File: src/rtl/kdb_pkg.sv
package kdb_pkg;
  // Consecutive-scan select codes; accepted after (code + 1) agreeing scans.
  typedef enum logic [1:0] {
    DB_ONE_SCAN   = 2'd0,
    DB_TWO_SCANS  = 2'd1,
    DB_THREE_SCANS = 2'd2,
    DB_FOUR_SCANS = 2'd3
  } db_sel_e;

  localparam logic KEY_RELEASED = 1'b1;
  localparam logic KEY_PRESSED  = 1'b0;
endpackage

File: src/rtl/kdb_region_mask.sv
module kdb_region_mask #(
  parameter int ROWS = 6,
  parameter int COLS = 8
) (
  input  logic [$clog2(ROWS+1)-1:0] cfg_rows,
  input  logic [$clog2(COLS+1)-1:0] cfg_cols,
  output logic [ROWS*COLS-1:0]      live
);
  localparam int RW = $clog2(ROWS+1);
  localparam int CW = $clog2(COLS+1);

  for (genvar r = 0; r < ROWS; r++) begin : g_row
    for (genvar c = 0; c < COLS; c++) begin : g_col
      assign live[r*COLS+c] = (RW'(r) < cfg_rows) && (CW'(c) < cfg_cols);
    end
  end
endmodule

File: src/rtl/kdb_key_cell.sv
module kdb_key_cell
  import kdb_pkg::*;
#(
  parameter int CNT_W = 2
) (
  input  logic             clk,
  input  logic             rst_n,
  input  logic             scan_done,
  input  logic             live,
  input  logic             sample,
  input  logic [CNT_W-1:0] limit,
  output logic             state,
  output logic             press,
  output logic             release_o
);
  logic [CNT_W-1:0] cnt_q, cnt_n;
  logic             state_n, press_n, release_n;

  always_comb begin
    state_n   = state;
    cnt_n     = cnt_q;
    press_n   = 1'b0;
    release_n = 1'b0;
    if (scan_done) begin
      if (!live) begin
        state_n = KEY_RELEASED;
        cnt_n   = '0;
      end else if (sample == state) begin
        cnt_n = '0;
      end else if (cnt_q >= limit) begin
        state_n   = sample;
        cnt_n     = '0;
        press_n   = (sample == KEY_PRESSED);
        release_n = (sample == KEY_RELEASED);
      end else begin
        cnt_n = cnt_q + 1'b1;
      end
    end
  end

  always_ff @(posedge clk or negedge rst_n) begin
    if (!rst_n) begin
      state     <= KEY_RELEASED;
      cnt_q     <= '0;
      press     <= 1'b0;
      release_o <= 1'b0;
    end else begin
      state     <= state_n;
      cnt_q     <= cnt_n;
      press     <= press_n;
      release_o <= release_n;
    end
  end
endmodule

File: src/rtl/kdb_debounce_top.sv
module kdb_debounce_top #(
  parameter int ROWS  = 6,
  parameter int COLS  = 8,
  parameter int CNT_W = 2
) (
  input  logic                      clk,
  input  logic                      rst_n,
  input  logic                      scan_done,
  input  logic [ROWS*COLS-1:0]      snap_in,
  input  logic [CNT_W-1:0]          db_sel,
  input  logic [$clog2(ROWS+1)-1:0] cfg_rows,
  input  logic [$clog2(COLS+1)-1:0] cfg_cols,
  output logic [ROWS*COLS-1:0]      key_state,
  output logic [ROWS*COLS-1:0]      press_evt,
  output logic [ROWS*COLS-1:0]      release_evt
);
  localparam int NKEYS = ROWS * COLS;

  logic [NKEYS-1:0] live;

  kdb_region_mask #(.ROWS(ROWS), .COLS(COLS)) mask_i (
    .cfg_rows (cfg_rows),
    .cfg_cols (cfg_cols),
    .live     (live)
  );

  for (genvar k = 0; k < NKEYS; k++) begin : g_key
    kdb_key_cell #(.CNT_W(CNT_W)) cell_i (
      .clk       (clk),
      .rst_n     (rst_n),
      .scan_done (scan_done),
      .live      (live[k]),
      .sample    (snap_in[k]),
      .limit     (db_sel),
      .state     (key_state[k]),
      .press     (press_evt[k]),
      .release_o (release_evt[k])
    );
  end
endmodule

File: config.mk
export PLATFORM = sky130hd
export DESIGN_NAME = kdb_debounce_top
export DESIGN_NICKNAME = d
export VERILOG_FILES = /design/src/rtl/kdb_pkg.sv /design/src/rtl/kdb_region_mask.sv /design/src/rtl/kdb_key_cell.sv /design/src/rtl/kdb_debounce_top.sv
export SDC_FILE = /design/constraint.sdc
export NUM_CORES = 1
export LEC_CHECK = 0
export ABC_CLOCK_PERIOD_IN_PS = 2800
export BUFFER_PORTS_ARGS = -buffer_cell sky130_fd_sc_hd__buf_2
export CORE_MARGIN = 2
export CORE_UTILIZATION = 63
export DETAILED_ROUTE_END_ITERATION = 10
export GPL_TIMING_DRIVEN = 0
export PLACE_DENSITY = 0.87
export REMOVE_ABC_BUFFERS = 1
export SLEW_MARGIN = 20
export SYNTH_ARGS = -nofsm -noshare
export SYNTH_HDL_FRONTEND = slang
export SYNTH_SLANG_ARGS = --single-unit
export TNS_END_PERCENT = 100
File: constraint.sdc
create_clock -name clk -period 2.8 [get_ports clk]
set_clock_uncertainty 0.05 [all_clocks]
set_input_delay 0.56 -clock clk [delete_from_list [all_inputs] [get_ports clk]]
set_output_delay 0.56 -clock clk [all_outputs]
set_load 0.01 [all_outputs]
Word-level counts from Yosys, hierarchy flattened:

Cells that the tools add are included.

* register bits: 240
* bits of input ports: 60
* output and inout bits: 144

* $add $sub $neg: 48
* order comparisons: 62
* equality and inequality tests: 144
* mux-type cells: 672
* bitwise logic cells: 48
* reductions and logical operators: 96

Operator list (number)
* $mux W1: 528
* $mux W2: 144
* $ne A2 B2 Y1 const B: 96
* $reduce_and A3 Y1: 48
* $add A2 B1 Y2 const B: 48
* $ge A2 B2 Y1: 48
* $eq A1 B1 Y1: 48
* $logic_and A1 B1 Y1: 48
* $not A1 Y1: 48
* $lt A3 B4 Y1 const A: 4
* $lt A1 B4 Y1 const A: 2
* $lt A2 B4 Y1 const A: 2
* $lt A1 B3 Y1 const A: 2
* $lt A2 B3 Y1 const A: 2
* $lt A3 B3 Y1 const A: 2

Depth between registers and ports, before layout:

* depth after elaboration: 5
* gate-level depth with buffers: 8
* mapped depth without buffers: 6

Cells and area by module:

A second synthesis with hierarchy kept.

* cell total of the unflattened synthesis: 1408
* area total of the unflattened synthesis: 13998.4 um2

By module, submodules not included
* kdb_key_cell: instances 48, cells each 28, area an instance 285.3 um2, seq. area each 126.4 um2
* kdb_region_mask: instances 1, cells each 64, area an instance 305.3 um2, seq. area each 0.0 um2

Least setup slack after synthesis:

Ideal clock, no wire load.

* kind: input-to-reg
* start: in db_sel[1]
* end: reg g_key[47].cell_i.state
* library setup time: 80 ps
* arrival time: 2566 ps
* required time: 2670 ps
* setup slack: 105 ps
* stages on the path: 5
* buffers on the path: 0
* cell sequence: inv_1 -> ha_1 -> a21oi_1 -> mux2_2 -> o22a_1

* longest elaborated chain between the ends: 3

Ends and longest elaborated chain
* from (decl): line kdb_debounce_top.sv:10 `input logic [CNT_W-1:0] db_sel,`
* $ge A2 B2 Y1: line kdb_key_cell.sv:30 `end else if (cnt_q >= limit) begin`
* $ne A2 B2 Y1 (no line)
* $reduce_and A3 Y1 (no line)
* to (signal assigned): line kdb_key_cell.sv:48 `state <= state_n;`
* to (decl): line kdb_key_cell.sv:12 `output logic state,`

No other way between the ends.
A chain may end at the register's enable or synchronous reset.

Worst setup path after layout:

* start: in scan_done
* end: reg g_key[22].cell_i.press

* longest elaborated chain between the ends: 1

Ends and longest elaborated chain
* from (decl): line kdb_debounce_top.sv:8 `input logic scan_done,`
* $mux W1: line kdb_key_cell.sv:24 `if (scan_done) begin`
* via g_key[22].cell_i.press_n: line kdb_key_cell.sv:17 `logic state_n, press_n, release_n;`
* to (signal assigned): line kdb_key_cell.sv:50 `press <= press_n;`
* to (decl): line kdb_key_cell.sv:13 `output logic press,`

The timed path passes the listed nets, and every way through them passes these cells.

==> summary.md <==
| Metric | Value |
|---|---|
| Master cell of the clock root buffer | `sky130_fd_sc_hd__clkbuf_16` |
| Number of standard-cell rows in the floorplan | `55` |
| Synth area leaders | `sky130_fd_sc_hd__dfrtp_1 (33%), sky130_fd_sc_hd__dfstp_2 (8.7%), sky130_fd_sc_hd__ha_1 (8.3%)` |
| Detailed Routing Iterations Pass 1 | `5` |
| Overall track demand over capacity in global routing | `0.273` |
| Number of failing setup endpoints in the final timing report | `0` |
| Placed standard-cell area | `0.0146 sq mm` |
| Origin of the critical flop-to-flop path | `g_key[33].cell_i.cnt_q[0]$_DFFE_PN0P_` |
| Outcome | `completed` |
| Share of flip-flops with an asynchronous set or reset after synthesis | `1.00` |
| Final instance area | `0.0155 sq mm` |
| Main synth FF type | `sky130_fd_sc_hd__dfrtp_1` |
| Overall die width | `155 microns` |
| Critical Path Start Type | `input port` |
| Beginning of the worst hold path | `snap_in[31]` |
| Layout cells sized above 1 | `0.239` |
| Top-level I/O count | `204` |
| Net Switching | `2.68 mW` |
| Total leakage power | `7.17 nW` |
| Kind of path behind the tightest hold check | `input port to register` |
| Quantity of hold-fixing buffers added after cts | `1` |
| Layout-stage area growth over the synthesis result | `7.30%` |
| Fraction of synthesized cell area taken by the top area cell type | `0.332` |
| Last weighted congestion value of the routability-driven placer | `0.821` |
| Capture endpoint of the worst hold path | `g_key[31].cell_i.press$_DFF_PN0_` |
| Clock tree from TritonCTS | `yes` |
| Die Y | `155 microns` |
| Internal cell power | `6.64 mW` |
| Final hold violations | `0` |
| Synthesis-stage register bit count | `240` |
| Max VDD drop | `0.000550 V` |
| Count of different cell masters after synthesis | `81` |
| Peak clock frequency supported by timing | `0.405 GHz` |
| Reg-to-reg endpoint | `g_key[33].cell_i.cnt_q[1]$_DFFE_PN0P_` |
| Share of total power in combinational logic | `0.190` |
| Most common cell after layout, fill and taps aside | `sky130_fd_sc_hd__buf_2` |
| Initial core utilization | `0.641` |
| Number of remaining DRC errors | `0` |
| Clock Power Share | `0.384` |
| Share of total power consumed by net switching | `0.287` |
| Area of the mapped netlist | `0.0145 sq mm` |
| Vias in the first global route | `10900` |
| Setup Total Neg Slack | `0 ns` |
| Actual slew at the worst max-slew pin | `1.03 ns` |
| Setup slack of the worst register-to-register path | `0.86 ns` |
| Worst Slack Setup Final | `0.331 ns` |
| Hold_ws | `0.175 ns` |
| Total buffers and inverters traversed by the critical path | `4` |
| Cell type with the highest aggregate area in the netlist | `sky130_fd_sc_hd__dfrtp_1` |
| Worst-path cell chain | `buf_6 > buf_16 > inv_6 > buf_16 > nor2_1 > nand2_1 > nor4b_1` |
| PD cells | `601 mW/mm^2` |
| Post-cts repair resize count | `0` |
| Register-to-Register Path Depth | `6` |
| EDFF count, synth | `0` |
| Crit share post-route | `0.882` |
| Syn avg cell area | `10.2 sq um` |
| Setup repair after global routing missed its margin | `no` |
| Endpoint type of the worst setup path | `register` |
| Total Die Area | `0.0242 sq mm` |
| Post-CTS clock slew at the launch and capture registers of the worst setup and hold paths | `0.06 ns` |
| Number of max-cap violations | `0` |
| YS warnings | `0` |
| Total number of H-tree levels | `1` |
| Count of antenna-violating nets left after detailed routing | `0` |
| Half-perimeter wire length of the detailed placement result | `22000 microns` |
| Wire length after detailed routing | `33000 microns` |
| Antenna violations before repair | `2` |
| Worst setup slack before clock tree synthesis | `-0.160 ns` |
| Syn Inst Count | `1424` |
| Final layout net count | `1624` |
| Largest incremental delay on the critical path | `0.45 ns` |
| Sequential fraction of the synthesis area | `0.420` |
| Data required time at the worst endpoint | `3.17 ns` |
| Sequential power share | `0.425` |
| Minimum clock period after layout | `2.47 ns` |
| Total number of clock tree sinks | `240` |
| DR WL/cell | `18.6 microns` |
| Number of design-rule violations left by the first detailed-router iteration | `682` |
| Crit-path leading delay family | `buffers and inverters` |
| Number of max-slew violations in the final report | `0` |
| Via Count | `10900` |
| Core outline area | `0.0226 sq mm` |
| Classification of the worst setup path | `input port to register` |
| Headroom to the max-slew limit | `0.309` |
| Via density | `6.12` |
| Number of setup buffers added after CTS | `0` |
| CP Max Fanout | `86` |
| Critical Path Slowest Stage Cell | `sky130_fd_sc_hd__nor2_1` |
| CP arrival | `2.84 ns` |
| Global-route wire length before repair | `53900 microns` |
| Remaining global-route overflow | `0` |
| Latest clock arrival within the worst-skew pair | `0.54 ns` |
| Commonest cells after routing, fill and taps aside | `sky130_fd_sc_hd__buf_2 (200), sky130_fd_sc_hd__dfrtp_1 (192), sky130_fd_sc_hd__ha_1 (96)` |
| Worst-case clock buffer depth | `3` |
| Number of buffers created by CTS | `26` |
| Most repeated library cell on the critical path | `sky130_fd_sc_hd__buf_16` |
| Worst hold path cell count | `2` |
| Maximum number of pins on one net before global-route repair | `101` |
| # port buffers | `203` |
## cells in the mapped netlist (28+ instances only)
library cell,count
sky130_fd_sc_hd__a31oi_1,29
sky130_fd_sc_hd__nand2_1,60
sky130_fd_sc_hd__nand3_1,36
sky130_fd_sc_hd__nand2b_1,68
sky130_fd_sc_hd__xor2_1,32
sky130_fd_sc_hd__o22ai_1,28
sky130_fd_sc_hd__mux2i_1,29
sky130_fd_sc_hd__dfrtp_1,192
sky130_fd_sc_hd__a21oi_1,69
sky130_fd_sc_hd__buf_4,150
sky130_fd_sc_hd__dfstp_2,48
sky130_fd_sc_hd__nor2_1,63
sky130_fd_sc_hd__o21ai_0,35
sky130_fd_sc_hd__and3b_1,28
sky130_fd_sc_hd__ha_1,96
sky130_fd_sc_hd__nor3_1,39
sky130_fd_sc_hd__inv_1,94
sky130_fd_sc_hd__nand4_1,29
## state kept, by name, indices dropped and copies added (netlist names)
register	count
g_key.cell_i.cnt_q	96
g_key.cell_i.state	48
g_key.cell_i.press	48
g_key.cell_i.release_o	48
## layer usage
layer / routed length [microns] / share of wire / vias up / track usage
met5: 0 / 0 / - / 0
met4: 861 / 0.026 / 0 / 0.0931
met3: 2110 / 0.064 / 84 / 0.0501
met2: 16300 / 0.49 / 364 / 0.466
met1: 13700 / 0.42 / 5310 / 0.350
li1: - / - / 5093 / -
## through the flow
stage                     instances   util  total power [mW]
after global routing           1773  0.687              9.74
after global placement         1720  0.641              5.64
after CTS                      1773  0.687              9.35
final                          1774  0.687              9.32
after detailed placement       1724  0.647              5.77
after floorplan                1232      -              5.11
## cell type report
class | count | area [sq um]
fillers | 1681 | 7060
flip-flops and latches | 240 | 6070
well taps | 285 | 357
multi-input cells | 898 | 6680
diodes | 1 | 2.50
repair buffers | 208 | 1150
clock inverters | 8 | 119
inverters | 94 | 360
clock buffers | 40 | 774
## worst max-delay path by stage
| stage | from | endpoint | slack [ns] | depth (start not counted) |
|---|---|---|---|---|
| global route | scan_done | g_key[22].cell_i.press$_DFF_PN0_ | 0.18 | 7 |
| detailed placement | scan_done | g_key[22].cell_i.press$_DFF_PN0_ | -0.16 | 7 |
| global placement | scan_done | g_key[22].cell_i.press$_DFF_PN0_ | -4.32 | 5 |
| CTS | scan_done | g_key[22].cell_i.press$_DFF_PN0_ | 0.39 | 7 |
| finish | scan_done | g_key[22].cell_i.press$_DFF_PN0_ | 0.33 | 7 |
| floorplan | scan_done | g_key[12].cell_i.cnt_q[1]$_DFFE_PN0P_ | -0.27 | 4 |
## power by group through the flow
stage	combinational [mW]	sequential [mW]	clock, mW
2_1_floorplan	1.07	4.04	0
3_3_place_gp	1.64	4.00	0
3_5_place_dp	1.75	4.01	0
4_1_cts	1.77	3.96	3.63
5_1_grt	1.98	4.00	3.77
6_report	1.77	3.96	3.58
## cells by family after synthesis
group	Yosys count	share of synthesized area
buffers and inverters	286	0.119
flip-flops	240	0.420
AND/OR/NAND/NOR	442	0.182
multiplexers	31	0.0216
AO/OA/AOI/OAI	285	0.148
adder cells (fa/ha/maj)	96	0.0831
XOR/XNOR	44	0.0267
No activity file was read; power rests on OpenSTA's default activity.
